==> config.mk <==
export PLATFORM = sky130hd
export DESIGN_NAME = brr_decoder
export DESIGN_NICKNAME = d
export VERILOG_FILES = /design/src/rtl/brr_pkg.sv /design/src/rtl/brr_coef_bank.sv /design/src/rtl/brr_predict.sv /design/src/rtl/brr_decoder.sv
export SDC_FILE = /design/constraint.sdc
export NUM_CORES = 1
export LEC_CHECK = 0
export ABC_CLOCK_PERIOD_IN_PS = 13200
export CORE_UTILIZATION = 50
export DETAILED_ROUTE_END_ITERATION = 8
export DONT_BUFFER_PORTS = 1
export PLACE_DENSITY = 0.74
export SKIP_LAST_GASP = 1
export SYNTH_ARGS = -nofsm -noshare
export SYNTH_HDL_FRONTEND = slang
export SYNTH_SLANG_ARGS = --single-unit
==> constraint.sdc <==
create_clock -name clk -period 13.2 [get_ports clk]
set_input_delay 0.66 -clock clk [delete_from_list [all_inputs] [get_ports clk]]
set_output_delay 0.66 -clock clk [all_outputs]
set_load 0.005 [all_outputs]
==> src/rtl/brr_pkg.sv <==
package brr_pkg;
  localparam logic [7:0] MODE_MASK = 8'h83;
  localparam logic [7:0] MODE_BRR  = 8'h82;
  localparam logic [7:0] SILENCE   = 8'h80;

  typedef enum logic {
    ST_IDLE     = 1'b0,
    ST_HDR_DONE = 1'b1
  } brr_st_e;
endpackage

==> src/rtl/brr_coef_bank.sv <==
module brr_coef_bank #(
  parameter int NUM_FILT = 16,
  parameter int COEF_W   = 8
) (
  input  logic                          clk,
  input  logic                          rst_n,
  input  logic                          we,
  input  logic [$clog2(NUM_FILT):0]     waddr,
  input  logic [COEF_W-1:0]             wdata,
  input  logic [$clog2(NUM_FILT)-1:0]   sel,
  output logic signed [COEF_W-1:0]      f0,
  output logic signed [COEF_W-1:0]      f1
);
  localparam int DEPTH = 2 * NUM_FILT;
  localparam int AW    = $clog2(NUM_FILT) + 1;

  logic [COEF_W-1:0] regs [DEPTH];

  for (genvar i = 0; i < DEPTH; i++) begin : g_coef
    always_ff @(posedge clk or negedge rst_n) begin
      if (!rst_n)                          regs[i] <= '0;
      else if (we && waddr == AW'(i))      regs[i] <= wdata;
    end
  end

  // odd address feeds the newest-sample tap, even address the older one
  assign f0 = $signed(regs[{sel, 1'b1}]);
  assign f1 = $signed(regs[{sel, 1'b0}]);

  assert_coef_write_R13: assert property (@(posedge clk) disable iff (!rst_n)
    we |=> regs[$past(waddr)] == $past(wdata));
endmodule

==> src/rtl/brr_predict.sv <==
module brr_predict #(
  parameter int SAMPLE_W = 16,
  parameter int COEF_W   = 8,
  parameter int ROUND_SH = 6
) (
  input  logic [3:0]                  nib,
  input  logic [3:0]                  shift,
  input  logic signed [COEF_W-1:0]    f0,
  input  logic signed [COEF_W-1:0]    f1,
  input  logic signed [SAMPLE_W-1:0]  h0,
  input  logic signed [SAMPLE_W-1:0]  h1,
  output logic signed [SAMPLE_W-1:0]  sat_val,
  output logic [7:0]                  out_byte
);
  localparam int SUM_W = SAMPLE_W + COEF_W + 2;
  localparam logic signed [SUM_W-1:0] RND    = SUM_W'(1) << (ROUND_SH - 1);
  localparam logic signed [SUM_W-1:0] SAT_HI = (SUM_W'(1) << (SAMPLE_W - 1)) - SUM_W'(1);
  localparam logic signed [SUM_W-1:0] SAT_LO = -SAT_HI - SUM_W'(1);
  localparam logic [SAMPLE_W-1:0]     LIM_HI = {1'b0, {(SAMPLE_W-1){1'b1}}};
  localparam logic [SAMPLE_W-1:0]     LIM_LO = {1'b1, {(SAMPLE_W-1){1'b0}}};

  logic signed [SAMPLE_W-1:0] scaled;
  logic signed [SUM_W-1:0]    x0, x1, c0, c1, acc, pred, sx, tsum;
  logic [7:0]                 q8;
  logic                       round_up;

  always_comb begin
    scaled = $signed({nib, {(SAMPLE_W-4){1'b0}}}) >>> shift;
    x0     = {{(SUM_W-SAMPLE_W){h0[SAMPLE_W-1]}}, h0};
    x1     = {{(SUM_W-SAMPLE_W){h1[SAMPLE_W-1]}}, h1};
    c0     = {{(SUM_W-COEF_W){f0[COEF_W-1]}}, f0};
    c1     = {{(SUM_W-COEF_W){f1[COEF_W-1]}}, f1};
    acc    = x0 * c0 + x1 * c1 + RND;
    pred   = acc >>> ROUND_SH;
    sx     = {{(SUM_W-SAMPLE_W){scaled[SAMPLE_W-1]}}, scaled};
    tsum   = sx + pred;
    if (tsum > SAT_HI)      sat_val = $signed(LIM_HI);
    else if (tsum < SAT_LO) sat_val = $signed(LIM_LO);
    else                    sat_val = $signed(tsum[SAMPLE_W-1:0]);
    // divide by 256 toward zero: floor plus one for negative values with a remainder
    q8       = sat_val[SAMPLE_W-1 -: 8];
    round_up = sat_val[SAMPLE_W-1] && (|sat_val[SAMPLE_W-9:0]);
    out_byte = (q8 + {7'd0, round_up}) ^ 8'h80;
  end
endmodule

==> src/rtl/brr_decoder.sv <==
module brr_decoder
  import brr_pkg::*;
#(
  parameter int SAMPLES_PER_PKT = 28,
  parameter int NUM_FILT        = 16,
  parameter int SAMPLE_W        = 16,
  parameter int COEF_W          = 8,
  parameter int ROUND_SH        = 6
) (
  input  logic                      clk,
  input  logic                      rst_n,
  input  logic [7:0]                mode_ctrl,
  input  logic                      dec_clear,
  input  logic                      coef_we,
  input  logic [$clog2(NUM_FILT):0] coef_addr,
  input  logic [COEF_W-1:0]         coef_wdata,
  input  logic                      in_valid,
  input  logic [7:0]                in_data,
  output logic                      in_ready,
  input  logic                      req_valid,
  output logic                      req_ready,
  output logic                      smp_valid,
  output logic [7:0]                smp_data
);
  localparam int FILT_W = $clog2(NUM_FILT);
  localparam int CNT_W  = $clog2(SAMPLES_PER_PKT);
  localparam logic [CNT_W-1:0] LAST = CNT_W'(SAMPLES_PER_PKT - 1);

  brr_st_e                    st_q;
  logic                       need_hdr_q;
  logic [CNT_W-1:0]           cnt_q;
  logic [7:0]                 hdr_q, dbyte_q;
  logic signed [SAMPLE_W-1:0] hist0_q, hist1_q;

  logic                       dec_mode, act, need_byte, take, hdr_take, calc, emit;
  logic [3:0]                 nib;
  logic [7:0]                 smp_next, dec_byte;
  logic signed [COEF_W-1:0]   f0, f1;
  logic signed [SAMPLE_W-1:0] sat_val;

  always_comb begin
    dec_mode  = (mode_ctrl & MODE_MASK) == MODE_BRR;
    act       = !dec_clear && ((st_q == ST_IDLE && req_valid) || st_q == ST_HDR_DONE);
    need_byte = act && (!dec_mode || need_hdr_q || !cnt_q[0]);
    take      = need_byte && in_valid;
    hdr_take  = take && dec_mode && need_hdr_q;
    calc      = act && dec_mode && !need_hdr_q && (cnt_q[0] || in_valid);
    emit      = act && !hdr_take;
    nib       = cnt_q[0] ? dbyte_q[7:4] : in_data[3:0];
    if (!dec_mode) smp_next = in_valid ? in_data : SILENCE;
    else           smp_next = calc ? dec_byte : SILENCE;
  end

  assign in_ready  = need_byte;
  assign req_ready = (st_q == ST_IDLE) && !dec_clear;

  brr_coef_bank #(.NUM_FILT(NUM_FILT), .COEF_W(COEF_W)) u_bank (
    .clk   (clk),
    .rst_n (rst_n),
    .we    (coef_we),
    .waddr (coef_addr),
    .wdata (coef_wdata),
    .sel   (hdr_q[4 +: FILT_W]),
    .f0    (f0),
    .f1    (f1)
  );

  brr_predict #(.SAMPLE_W(SAMPLE_W), .COEF_W(COEF_W), .ROUND_SH(ROUND_SH)) u_pred (
    .nib      (nib),
    .shift    (hdr_q[3:0]),
    .f0       (f0),
    .f1       (f1),
    .h0       (hist0_q),
    .h1       (hist1_q),
    .sat_val  (sat_val),
    .out_byte (dec_byte)
  );

  always_ff @(posedge clk or negedge rst_n) begin
    if (!rst_n) begin
      st_q       <= ST_IDLE;
      need_hdr_q <= 1'b1;
      cnt_q      <= '0;
      hdr_q      <= '0;
      dbyte_q    <= '0;
      hist0_q    <= '0;
      hist1_q    <= '0;
      smp_valid  <= 1'b0;
      smp_data   <= SILENCE;
    end else if (dec_clear) begin
      st_q       <= ST_IDLE;
      need_hdr_q <= 1'b1;
      cnt_q      <= '0;
      hist0_q    <= '0;
      hist1_q    <= '0;
      smp_valid  <= 1'b0;
    end else begin
      smp_valid <= emit;
      if (emit) smp_data <= smp_next;
      st_q <= hdr_take ? ST_HDR_DONE : ST_IDLE;
      if (hdr_take) begin
        hdr_q      <= in_data;
        need_hdr_q <= 1'b0;
        cnt_q      <= '0;
      end
      if (calc) begin
        hist1_q <= hist0_q;
        hist0_q <= sat_val;
        if (!cnt_q[0]) dbyte_q <= in_data;
        if (cnt_q == LAST) begin
          cnt_q      <= '0;
          need_hdr_q <= 1'b1;
        end else begin
          cnt_q <= cnt_q + CNT_W'(1);
        end
      end
    end
  end

  assert_hdr_first_R3: assert property (@(posedge clk) disable iff (!rst_n)
    hdr_take |=> (!smp_valid && !need_hdr_q && cnt_q == '0));

  assert_pos_range_R9: assert property (@(posedge clk) disable iff (!rst_n)
    cnt_q <= LAST);

  assert_empty_hold_R10: assert property (@(posedge clk) disable iff (!rst_n)
    (need_byte && dec_mode && !in_valid) |=>
      (smp_valid && smp_data == SILENCE && $stable(hist0_q) && $stable(cnt_q)));

  assert_clear_state_R11: assert property (@(posedge clk) disable iff (!rst_n)
    dec_clear |=> (need_hdr_q && cnt_q == '0 && hist0_q == '0 && hist1_q == '0 && !smp_valid));

  assert_busy_no_req_R12: assert property (@(posedge clk) disable iff (!rst_n)
    hdr_take |=> !req_ready || dec_clear);
endmodule

# Word-level counts from Yosys, hierarchy flattened
# Cells that the tools add are included.
[word_totals]
reg_bits = 320
word_cells = 179
inputBits = 35
out_inout_bits = 11
[classes]
n_shift = 1
n_eq_ne = 33
multipliers = 2
muxes = 27
n_reduce_logical = 60
bitwise_logic = 6
n_addsub = 5
order_cmp = 4
[op_table]
columns = ["operator", "count"]
rows = [
  ["$mux W16", 6],
  ["$eq A5 B5 Y1 const B", 17],
  ["$bmux W8 S5", 2],
  ["$mux W8", 7],
  ["$mul A16 B8 Y24", 2],
  ["$logic_and A1 B1 Y1", 44],
  ["$eq A5 B4 Y1 const B", 8],
  ["$add A26 B26 Y26", 1],
  ["$add A26 B7 Y26 const B", 1],
  ["$gt A26 B16 Y1 const B", 1],
  ["$lt A26 B16 Y1 const B", 1],
  ["$add A16 B20 Y21", 1],
  ["$eq A5 B3 Y1 const B", 4],
  ["$mux W5", 4],
  ["$sshr A16 B4 Y16", 1],
  ["$ge A6 B6 Y1 const B", 2],
  ["$not A5 Y6", 2],
  ["$eq A5 B2 Y1 const B", 2],
  ["$add A8 B1 Y8", 1],
  ["$reduce_or A8 Y1", 1],
  ["$mux W1", 7],
  ["$add A5 B1 Y5 const B", 1],
  ["$eq A5 B1 Y1 const B", 1],
  ["$logic_not A1 Y1", 5],
  ["other kinds (9)", 16],
]

# Longest topological paths before layout
# Gate-level depths: netlist of run 1.
[logic_depth]
ltp_word = 17
mapped_depth = 54
ltp_nobuf = 49

# Modules after synthesis
# A second synthesis of run 1 with hierarchy kept.
[unflattened]
cells_unflattened = 2246
area_unflattened_um2 = 25238.0
[modules_own_cells]
columns = ["module", "cells_per_inst", "seq_area_each_um2", "n_inst", "area_per_inst_um2"]
rows = [
  ["brr_coef_bank", 729, 6406.1, 1, 11608.6],
  ["brr_predict", 1270, 0.0, 1, 10988.0],
  ["brr_decoder", 247, 1503.9, 1, 2641.3],
]

# Worst setup path before layout of run 1
# No wires, ideal clock.
[synth_timing]
path_type = "register -> register"
start = "register hdr_q[4]"
end = "register smp_data[4]"
t_arrival_ns = 11.393
period_less_slack_ns = 11.462
path_buffers = 5
path_stages_with_launch = 54
path_slack_ns = 1.738
required_time_ns = 13.131
setup_ns = 0.069
path_cell_list = "dfrtp_1 buf_6 buf_2 buf_1 mux4_2 mux4_2 clkbuf_1 and2_1 ha_1 inv_1 fa_1 inv_1 ha_1 inv_1 fa_1 inv_1 ha_1 fa_1 [... 18 more ...] ha_1 clkbuf_1 inv_1 o21ai_0 nor2_1 a32o_1 a41oi_1 o2111a_1 nand2_1 o41ai_2 inv_1 o21ai_0 ha_1 ha_1 and3_1 o21ai_0 a221o_1 nand3_1"
[synth_via]
elab_chain_len = 16
word_cells_on_any_way = 22
classes_between = "add/sub (4); mul (2); order compare (2); mux (10); bitwise (2); reduce/logical (2)"
[synth_lines]
columns = ["element", "line", "source"]
rows = [
  ["start: declaration", "brr_decoder.sv:32", "logic [7:0] hdr_q, dbyte_q;"],
  ["start signal: assignment", "brr_decoder.sv:102", "hdr_q <= in_data;"],
  ["$not A5 Y6, on equally long branches", "brr_coef_bank.sv:27, brr_coef_bank.sv:28", ""],
  ["$bmux W8 S5, on equally long branches", "brr_coef_bank.sv:27, brr_coef_bank.sv:28", ""],
  ["$mux W8, on equally long branches (2 in a row)", "brr_coef_bank.sv:27, brr_coef_bank.sv:28", ""],
  ["$mul A16 B8 Y24", "brr_predict.sv:33", "acc = x0 * c0 + x1 * c1 + RND;"],
  ["$add A26 B26 Y26 *", "brr_predict.sv:33", ""],
  ["$add A26 B7 Y26 *", "brr_predict.sv:33", ""],
  ["$add A16 B20 Y21 *", "brr_predict.sv:36", "tsum = sx + pred;"],
  ["$lt A26 B16 Y1", "brr_predict.sv:38", "else if (tsum < SAT_LO) sat_val = $signed(LIM_LO);"],
  ["$mux W16", "brr_predict.sv:38", ""],
  ["$mux W16 *", "brr_predict.sv:37", "if (tsum > SAT_HI) sat_val = $signed(LIM_HI);"],
  ["$reduce_or A8 Y1", "brr_predict.sv:42", "round_up = sat_val[SAMPLE_W-1] && (|sat_val[SAMPLE_W-9:0]);"],
  ["$logic_and A1 B1 Y1", "brr_predict.sv:42", ""],
  ["$add A8 B1 Y8 *", "brr_predict.sv:43", "out_byte = (q8 + {7'd0, round_up}) ^ 8'h80;"],
  ["$mux W8 *", "brr_decoder.sv:51", "else smp_next = calc ? dec_byte : SILENCE;"],
  ["$mux W8 *", "brr_decoder.sv:50", "if (!dec_mode) smp_next = in_valid ? in_data : SILENCE;"],
  ["end signal: assignment", "brr_decoder.sv:99", "if (emit) smp_data <= smp_next;"],
  ["end: declaration", "brr_decoder.sv:23", "output logic [7:0] smp_data"],
]
# Every way passes the cells marked *; elsewhere a longest branch is shown, timed or not. The select of a mux whose other input is x is not followed.
# A chain may end at the register's enable or synchronous reset.

# Worst setup path after layout of run 1
[layout_timing]
start = "register hdr_q[5]"
end = "register smp_data[6]"
# The elaborated chain is that of the path after synthesis.

==> flow_metrics.tcl, run 1 <==
set metrics [dict create \
    viasPerCell 5.76 \
    netlist-cell-type-count 68 \
    area_occupied_by_multi_input_gates_sq_um 16500 \
    grt_antenna_before_repair 0 \
    yosys.area_share.adder_pct 23.6 \
    fill_cells 4361 \
    drt-pass1-iter-count 7 \
    design.final.nets 2736 \
    vias_in_the_first_global_route 18400 \
    routed_wire_length_per_instance_um 19.3 \
    p_leak_uw 0.0134 \
    yosys_register_bits 316 \
    criticalPathCategory "reg -> reg" \
    syn_to_final_growth_pct 7.02 \
    ff2ff_path_depth 47 \
    worst_path_most_repeated_cell "sky130_fd_sc_hd__ha_1" \
    grt_pass1_wl_um 96200 \
    tritoncts "done" \
    yosys-mux-area-fraction_pct 19.0 \
    clkLatencyLatePin_ns 0.56 \
    reg2reg_from "hdr_q[5]" \
    wirelength_um 58800 \
    io_buffer_count 0 \
    floorplan.rows 83 \
    die_y_um 230 \
    maxClockFrequency_mhz 81.0 \
    final.period_utilization_pct 93.6 \
    final-setup-viol-count 0 \
    outcome "complete, no violations" \
    xor_xnor_cell_area_share_of_the_yosys_netlist_pct 2.73 \
    dp.final_hpwl_um 42500 \
    synth-compound-area-share_pct 5.68 \
    timing.max_slew.rel_slack_pct 20.0 \
    ant_nets 0 \
    synth_top_cells_by_count "314 x sky130_fd_sc_hd__dfrtp_1, 296 x sky130_fd_sc_hd__inv_1, 271 x sky130_fd_sc_hd__mux2_2" \
    synth_enable_flop_cells 0 \
    synth_nets 2787 \
    type_of_the_most_critical_hold_path "in -> async" \
    layout_setup_ws_ns 0.848 \
    cap_violations 0 \
    basic_gate_share_of_the_synthesized_area_counting_and_or_nand_and_nor_cells_pct 12.6 \
    grt_usage_pct 22.9 \
    totalPowerFinal_uw 5410 \
    htree_num_levels 2 \
    gp_congestion 0.862 \
    critical_path.slowest_cell "sky130_fd_sc_hd__dfrtp_2" \
    fin_skew_ns 0.0222 \
    setup.reg_to_reg.worst_slack_ns 0.85 \
    dominantRegCellSynth "sky130_fd_sc_hd__dfrtp_1" \
    core-area_sq_um 51300 \
    setup_total_negative_slack_ns 0 \
    cts_made_buffers 36 \
    syn_avg_cell_area_sq_um 10.9 \
    dieArea_sq_um 52900 \
    worstSetupStartpointType "flip-flop" \
    drt_iter0_markers 959 \
    yosysWarningCount 0 \
    synth_top_family_by_area "adder cells" \
    slowest_delay_ns 0.73 \
    cts.sinks 316 \
    initial_utilization_pct 50.6 \
    ctsLongestPathBuffers 3 \
    tightestPinTransition_ns 1.19 \
    critPathCaptureType "flip-flop" \
    grt_overflow 0 \
    total_number_of_vias 17500 \
    grt_start_max_net_pins 315 \
    seq_area_frac_synth_pct 30.5 \
    yosys.area.top_type_share_pct 30.2 \
    num_io_pins 46 \
    fin_util_pct 54.2 \
    antenna_cells 0 \
    final.min_clock_period_ns 12.35 \
    drv_slew 0 \
    crit_fanout 19 \
    synth_most_common_cell "sky130_fd_sc_hd__dfrtp_1" \
    setup_repair_after_global_routing_missed_its_margin "false" \
    asyncSetResetFlopFracSynth_pct 100 \
    critical_path_arrival_ns 12.80 \
    ctsRootBufferMaster "sky130_fd_sc_hd__clkbuf_16" \
    pre_cts_ws_ns 0.635 \
    worstReg2RegEnd "smp_data[6]" \
    drc 0 \
    clkSlewWorstSetupHoldPaths_ns 0.06 \
    synthTopCellsByArea "sky130_fd_sc_hd__dfrtp_1 30%, sky130_fd_sc_hd__fa_1 16%, sky130_fd_sc_hd__mux2_2 12%" \
    hold_viol 0 \
    drive_above_1_share_pct 19.0 \
    critical_path_required_ns 13.65 \
    syn_inst 2386 \
    ir_drop_v 0.000289 \
    die_width_um 230 \
    area_of_all_sequential_standard_cells_sq_um 7920 \
    power.density_cell_area_nw_per_um2 195 \
    netlist_area_sq_um 26000 \
    area_leader_netlist "sky130_fd_sc_hd__dfrtp_1" \
]
## state kept, by name (all words and copies together) (netlist names)
signal       flops
cnt_q            5
dbyte_q          4
hdr_q            8
hist0_q         16
hist1_q         16
need_hdr_q       1
smp_data         8
smp_valid        1
st_q             1
u_bank.regs    256
## how the worst max path moves through the flow
stage | from | end | slack [ns] | depth (start not counted)
after floorplan | hdr_q[4] | smp_data[4] | 1.74 | 53
after global placement | hdr_q[4] | smp_data[6] | 0.86 | 47
after detailed placement | hdr_q[4] | smp_data[6] | 0.64 | 47
after CTS | hdr_q[4] | smp_data[6] | 0.56 | 47
after global routing | hdr_q[4] | smp_data[6] | 0.08 | 43
final | hdr_q[5] | smp_data[6] | 0.85 | 47
## layout by cell type, fill, tap and decap left out, types with 21 or more instances in the layout
cell type / netlist / layout
sky130_fd_sc_hd__dfrtp_1: 314 / 312
sky130_fd_sc_hd__inv_1: 296 / 296
sky130_fd_sc_hd__mux2_2: 271 / 271
sky130_fd_sc_hd__fa_1: 207 / 207
sky130_fd_sc_hd__and2_1: 198 / 198
sky130_fd_sc_hd__ha_1: 159 / 159
sky130_fd_sc_hd__nand2_1: 132 / 132
sky130_fd_sc_hd__nor2_1: 112 / 112
sky130_fd_sc_hd__mux4_2: 79 / 79
sky130_fd_sc_hd__a21oi_1: 71 / 71
sky130_fd_sc_hd__xnor2_1: 65 / 65
sky130_fd_sc_hd__o21ai_0: 55 / 55
sky130_fd_sc_hd__clkbuf_16: 0 / 37
sky130_fd_sc_hd__nand3b_1: 33 / 33
sky130_fd_sc_hd__nor3_1: 28 / 27
sky130_fd_sc_hd__nand3_1: 26 / 26
sky130_fd_sc_hd__a21o_1: 21 / 21
## where the power goes
group          internal (uW)  switching (uW)  leakage (uW)
clock network            555             415      0.000555
registers               1130             112       0.00408
logic                   1310            1890       0.00872
total                   3000            2420        0.0134
## worst max-delay path: cells and delay by family (launching register included)
kind | cells | cell delay, ns
compound gates | 14 | 3.22
xor+xnor | 2 | 0.38
fa+ha+maj | 11 | 3.81
buf+inv | 6 | 0.80
flops | 1 | 0.73
mux | 3 | 1.31
simple gates | 11 | 1.91
## kinds of logic (layout without fill, tap and decap cells)
group / after synthesis / count (layout)
DFF: 316 / 316
AOI/OAI and AO/OA: 235 / 235
and+or+nand+nor: 619 / 619
xor gates and xnor gates: 81 / 81
adders and majority gates: 366 / 366
buffers and inverters: 409 / 384
muxes: 360 / 360
## layer usage
metal / part of all wire, % / vias up / routed length [um] / track usage [%]
li1: - / 7915 / - / -
met1: 42 / 9023 / 24700 / 29.5
met2: 50 / 445 / 29400 / 39.1
met3: 5.1 / 118 / 3010 / 3.98
met4: 2.8 / 0 / 1680 / 7.51
met5: 0 / - / 0 / 0
## final cells by class
| cell class | instances | area share, % |
|---|---|---|
| repair buffers | 23 | 0.864 |
| inverters | 297 | 4.01 |
| well taps | 680 | 3.06 |
| clock buffers | 55 | 3.79 |
| flip-flops and latches | 316 | 28.5 |
| multi-input cells | 1661 | 59.5 |
| clock inverters | 9 | 0.302 |
## per-stage QoR
| step | area (sq um) | hold slack (ns) | instances |
|---|---|---|---|
| after floorplan | 26000 | 0.364 | 2386 |
| after global placement | 26600 | 0.371 | 2973 |
| after detailed placement | 26600 | 0.372 | 2973 |
| after CTS | 27700 | 0.201 | 3039 |
| after global routing | 27800 | 0.137 | 3041 |
| final | 27800 | 0.0501 | 3041 |
## repair_timing
action / CTS / global route
resized for setup: 0 / 1
endpoints found under the hold margin: 314 / 0
hold buffers: 2 / 0
buffers inserted: 0 / 1
endpoints found under the setup margin: 0 / 3
(Power assumes the default switching activity.)
==> run 2: changes to the inputs <==
--- a/config.mk
+++ b/config.mk
@@ -6,10 +6,11 @@
 export NUM_CORES = 1
 export LEC_CHECK = 0
 export ABC_CLOCK_PERIOD_IN_PS = 13200
+export BUFFER_PORTS_ARGS = -buffer_cell sky130_fd_sc_hd__buf_4
 export CORE_UTILIZATION = 50
 export DETAILED_ROUTE_END_ITERATION = 8
-export DONT_BUFFER_PORTS = 1
-export PLACE_DENSITY = 0.74
+export PLACE_DENSITY = 0.75
+export REMOVE_ABC_BUFFERS = 1
 export SKIP_LAST_GASP = 1
 export SYNTH_ARGS = -nofsm -noshare
 export SYNTH_HDL_FRONTEND = slang
==> flow_metrics.tcl, run 2 (synthesized netlist as in run 1, its figures left out) <==
set metrics [dict create \
    clkLatencyLatePin_ns 0.56 \
    type_of_the_most_critical_hold_path "in -> async" \
    drt_iter0_markers 1208 \
    final.period_utilization_pct 93.0 \
    largest-register "u_bank.regs" \
    design.final.nets 2779 \
    pre_cts_ws_ns 0.742 \
    critical_path_required_ns 13.64 \
    total_number_of_vias 17800 \
    dieArea_sq_um 52900 \
    worstReg2RegEnd "smp_data[6]" \
    criticalPathCategory "reg -> reg" \
    maxClockFrequency_mhz 81.4 \
    grt_pass1_wl_um 100000 \
    critPathCaptureType "flip-flop" \
    initial_utilization_pct 50.6 \
    worst_setup_path_startpoint "hdr_q[4]" \
    setup.reg_to_reg.worst_slack_ns 0.92 \
    post_cts.repair.setup_buffers 0 \
    dp.final_hpwl_um 46100 \
    slowest_delay_ns 0.71 \
    p_leak_uw 0.0136 \
    hold_viol 0 \
    gp_congestion 0.903 \
    critical_path.slowest_cell "sky130_fd_sc_hd__dfrtp_4" \
    p_switching_uw 2470 \
    pwr-share-clk_pct 18.4 \
    grt_antenna_before_repair 5 \
    die_y_um 230 \
    final-setup-viol-count 0 \
    largest_register_ffs 256 \
    combinationalPowerShare_pct 59.1 \
    layout_setup_ws_ns 0.920 \
    cts_made_buffers 35 \
    drc 0 \
    timing.max_slew.rel_slack_pct 13.6 \
    reg2reg_from "hdr_q[4]" \
    grt_overflow 0 \
    crit_fanout 23 \
    drv_slew 0 \
    io_buffer_count 40 \
    clkSlewWorstSetupHoldPaths_ns 0.07 \
    stdcell_count 3081 \
    most_used_cells_in_the_layout_excluding_fill_and_tap_cells "312 x sky130_fd_sc_hd__dfrtp_1, 296 x sky130_fd_sc_hd__inv_1, 271 x sky130_fd_sc_hd__mux2_2, 207 x sky130_fd_sc_hd__fa_1, 198 x sky130_fd_sc_hd__and2_1" \
    cap_violations 0 \
    fin_util_pct 54.8 \
    viasPerCell 5.78 \
    ctsLongestPathBuffers 3 \
    ir_drop_v 0.000230 \
    ant_nets 0 \
    share_seq_of_total_power_pct 22.5 \
    drive_above_1_share_pct 20.7 \
    syn_to_final_growth_pct 8.30 \
    power.switching_fraction_pct 44.6 \
    num_io_pins 46 \
    floorplan.rows 83 \
    routed_wire_length_per_instance_um 20.1 \
    htree_num_levels 2 \
    die_width_um 230 \
    vias_in_the_first_global_route 19100 \
    worstSetupStartpointType "flip-flop" \
    cellInternalPower_uw 3060 \
    setup_repair_after_global_routing_missed_its_margin "false" \
    layout_top_registers "u_bank.regs x256, hist0_q x16, hist1_q x16" \
    final.min_clock_period_ns 12.28 \
    worst_path_most_repeated_cell "sky130_fd_sc_hd__ha_1" \
    ff2ff_path_depth 42 \
    fin_skew_ns 0.0213 \
    tightestPinTransition_ns 1.29 \
    wirelength_um 61800 \
    ctsRootBufferMaster "sky130_fd_sc_hd__clkbuf_16" \
    cts.sinks 316 \
    drt-pass1-iter-count 5 \
    totalPowerFinal_uw 5530 \
    power.density_cell_area_nw_per_um2 197 \
    grt_usage_pct 24.1 \
    grt_start_max_net_pins 93 \
    tritoncts "done" \
    core-area_sq_um 51300 \
    critical_path_arrival_ns 12.72 \
    outcome "complete, no violations" \
    layout.cells.most_common "sky130_fd_sc_hd__dfrtp_1" \
    timing.critical_path.to "smp_data[6]" \
    placedCellCount 3021 \
]
## run 2: how the worst min path moves through the flow
stage	endpoint	from	cells past startpoint
2_1_floorplan	cnt_q[0]	rst_n	0
3_3_place_gp	smp_data[4]	smp_data[4]	2
3_5_place_dp	smp_data[4]	smp_data[4]	2
4_1_cts	u_bank.regs[30]	rst_n	1
5_1_grt	u_bank.regs[43]	rst_n	1
6_report	u_bank.regs[12]	rst_n	1
## run 2: area by class of cell
type / instances / area [sq um]
Fill cell: 4283 / 23200
Multi-Input combinational cell: 1661 / 16500
Sequential cell: 316 / 7920
Inverter: 297 / 1110
Clock buffer: 45 / 963
Tap cell: 680 / 851
Timing Repair Buffer: 67 / 536
Clock inverter: 14 / 206
Antenna cell: 1 / 2.50
## run 2: metal layers
| metal | GRT usage (%) | wire [um] | share of wire [%] |
|---|---|---|---|
| met1 | 30.6 | 25300 | 41 |
| met2 | 41.0 | 30600 | 49 |
| met3 | 4.50 | 3900 | 6.3 |
| met4 | 8.63 | 1980 | 3.2 |
| met5 | 0 | 28 | 0.045 |
## run 2: stage by stage
step,setup TNS [ns],instance area [sq um],hold slack (ns)
global route,0,28100,0.192
CTS,0,28100,0.150
finish,0,28100,0.141
floorplan,-0.00490,25500,0.364
global placement,0,27000,0.473
detailed placement,0,27000,0.474
## run 2: power by group through the flow
stage,combinational (uW),clock [uW],sequential (uW)
3_5_place_dp,3210,0,1260
6_report,3270,1020,1240
4_1_cts,3240,1030,1240
2_1_floorplan,2390,0,1230
3_3_place_gp,3130,0,1240
5_1_grt,3610,1070,1260
## run 2: timing repair
item / in CTS / in global routing
hold buffers: 0 / 0
setup endpoints to repair: 0 / 2
resized for setup: 0 / 1
hold endpoints to repair: 0 / 0
## run 2: critical path: cells and delay by family (launching register included)
family | cells | cell delay [ns]
mux | 3 | 1.45
flops | 1 | 0.71
simple gates | 6 | 1.57
buf+inv | 4 | 0.59
xor+xnor | 2 | 0.35
compound gates | 17 | 3.40
fa+ha+maj | 10 | 4.05
==> run 3: changes to the inputs <==
--- a/config.mk
+++ b/config.mk
@@ -14,4 +14,5 @@
 export SKIP_LAST_GASP = 1
 export SYNTH_ARGS = -nofsm -noshare
 export SYNTH_HDL_FRONTEND = slang
+export SYNTH_HIERARCHICAL = 1
 export SYNTH_SLANG_ARGS = --single-unit
==> flow_metrics.tcl, run 3 <==
set metrics [dict create \
    netlist-cell-type-count 86 \
    final-setup-viol-count 0 \
    fin_skew_ns 0.0189 \
    worst_path_most_repeated_cell "sky130_fd_sc_hd__fa_1" \
    io_buffer_count 40 \
    cp_num_buf_inv 5 \
    detailroute.wirelength.met2_um 30300 \
    drt_iter0_markers 1143 \
    layout_top_registers "u_bank/regs x256, hist0_q x16, hist1_q x16" \
    syn_to_final_growth_pct 8.49 \
    yosysWarningCount 6 \
    fin_util_pct 55.5 \
    final.min_clock_period_ns 12.38 \
    layout.cells.most_common "sky130_fd_sc_hd__inv_1" \
    syn_inst 2246 \
    synth_most_common_cell "sky130_fd_sc_hd__dfrtp_1" \
    p_leak_uw 0.0127 \
    critical_path_arrival_ns 12.84 \
    wl_met3_um 2490 \
    hold_viol 0 \
    initial_utilization_pct 51.1 \
    post_cts.repair.setup_buffers 0 \
    num_io_pins 46 \
    path_delay_family "adder cells" \
    setup.reg_to_reg.worst_slack_ns 0.82 \
    total_number_of_vias 16800 \
    viasPerCell 5.70 \
    setup_total_negative_slack_ns 0 \
    vias_in_the_first_global_route 18400 \
    gp_congestion 0.924 \
    timing.max_slew.rel_slack_pct 20.8 \
    critical_path.slowest_cell "sky130_fd_sc_hd__dfrtp_4" \
    type_of_the_most_critical_hold_path "in -> async" \
    dieArea_sq_um 51400 \
    cts_resized 0 \
    worstSetupStartpointType "flip-flop" \
    grt_pass1_wl_um 96500 \
    outcome "complete, no violations" \
    cp.depth 40 \
    most_used_cells_in_the_layout_excluding_fill_and_tap_cells "313 x sky130_fd_sc_hd__inv_1, 312 x sky130_fd_sc_hd__dfrtp_1, 272 x sky130_fd_sc_hd__mux2_2, 262 x sky130_fd_sc_hd__fa_1, 223 x sky130_fd_sc_hd__nand2_1" \
    drive_above_1_share_pct 22.3 \
    fill_cells 4088 \
    dominantRegCellSynth "sky130_fd_sc_hd__dfrtp_1" \
    m1WireLength_um 23600 \
    ff2ff_path_depth 40 \
    routed_wire_length_per_instance_um 19.7 \
    critPathCaptureType "flip-flop" \
    floorplan.rows 81 \
    timing.critical_path.to "smp_data[6]" \
    synth_top_cells_by_count "314 x sky130_fd_sc_hd__dfrtp_1, 313 x sky130_fd_sc_hd__inv_1, 272 x sky130_fd_sc_hd__mux2_2" \
    maxClockFrequency_mhz 80.8 \
    slowest_delay_ns 0.81 \
    criticalPathCategory "reg -> reg" \
    grt_overflow 0 \
    yosys_register_bits 316 \
    grt_antenna_before_repair 0 \
    asyncSetResetFlopFracSynth_pct 100 \
    largest_register_ffs 256 \
    syn_avg_cell_area_sq_um 11.2 \
    grt_usage_pct 24.1 \
    crit_fanout 29 \
    cts_hold_buf 0 \
    tightestPinTransition_ns 1.18 \
    core-area_sq_um 49400 \
    htree_num_levels 2 \
    final.period_utilization_pct 93.8 \
    cts.sinks 316 \
    clkSlewWorstSetupHoldPaths_ns 0.06 \
    synth_enable_flop_cells 0 \
    grt_start_max_net_pins 126 \
    die_width_um 227 \
    ant_nets 0 \
    setup_repair_after_global_routing_missed_its_margin "false" \
    top_signal_layer_used "met4" \
    synthTopCellsByArea "sky130_fd_sc_hd__dfrtp_1 31%, sky130_fd_sc_hd__fa_1 21%, sky130_fd_sc_hd__mux2_2 12%" \
    worstReg2RegEnd "smp_data[6]" \
    cts_made_buffers 36 \
    yosys.area.top_type_share_pct 31.1 \
    netlist_area_sq_um 25200 \
    reg2reg_from "hdr_q[4]" \
    power.density_cell_area_nw_per_um2 189 \
    dp.final_hpwl_um 42700 \
    ctsLongestPathBuffers 3 \
    wirelength_um 58100 \
    drt-pass1-iter-count 5 \
    drv_slew 0 \
    clkLatencyLatePin_ns 0.55 \
    die_y_um 227 \
    tritoncts "done" \
    ir_drop_v 0.000161 \
    area_leader_netlist "sky130_fd_sc_hd__dfrtp_1" \
    largest-register "u_bank/regs" \
    seq_area_frac_synth_pct 31.3 \
    design.final.nets 2639 \
    drc 0 \
    critical_path_required_ns 13.65 \
    ctsRootBufferMaster "sky130_fd_sc_hd__clkbuf_16" \
    cap_violations 0 \
    worst_setup_path_startpoint "hdr_q[4]" \
]
-- run 3: final cells by class --
cell class                      count  area, sq um  area share (%)
Timing Repair Buffer               62          498            1.82
Antenna cell                        1         2.50         0.00914
Inverter                          314         1180            4.30
Clock inverter                     14          176           0.644
Clock buffer                       49         1010            3.69
Sequential cell                   316         7920            28.9
Tap cell                          664          831            3.03
Multi-Input combinational cell   1522        15800            57.6
-- run 3: per-stage QoR --
step           setup WS (ns)  hold WS, ns  total power (uW)  cells  area (sq um)
6_report               0.816        0.214              5180   2942         27400
3_3_place_gp            1.16        0.466              4060   2878         26200
3_5_place_dp           0.988        0.473              4140   2878         26200
4_1_cts                0.889        0.258              5170   2941         27400
5_1_grt               0.0633        0.287              5570   2941         27400
2_1_floorplan          0.668        0.364              3340   2152         24900
-- run 3: worst min path at each step --
| stage | from | endpoint | slack [ns] | depth (start not counted) |
|---|---|---|---|---|
| after CTS | rst_n | u_bank/regs[145] | 0.26 | 1 |
| after global placement | u_bank/regs[110] | u_bank/regs[110] | 0.47 | 1 |
| after floorplan | rst_n | cnt_q[0] | 0.36 | 0 |
| final | rst_n | u_bank/regs[145] | 0.21 | 1 |
| after detailed placement | u_bank/regs[111] | u_bank/regs[111] | 0.47 | 1 |
| after global routing | rst_n | u_bank/regs[225] | 0.29 | 1 |
-- run 3: cell families after synthesis --
logic type      count (synthesis)  share of synthesized area, %
flops                         316                          31.3
mux                           345                          18.2
simple gates                  551                          11.3
fa+ha+maj                     352                          25.2
compound gates                233                          6.27
buf+inv                       408                          6.21
xor+xnor                       41                          1.42
-- run 3: layer usage --
metal / vias up / track usage, %
li1: 7439 / -
met1: 8776 / 30.0
met2: 426 / 43.0
met3: 134 / 3.24
met4: 0 / 8.33
met5: - / 0
-- run 3: power by group --
part           switching (uW)  internal [uW]  total [uW]
Combinational            1760           1190        2940
Clock                     407            599        1010
Sequential               99.8           1130        1230
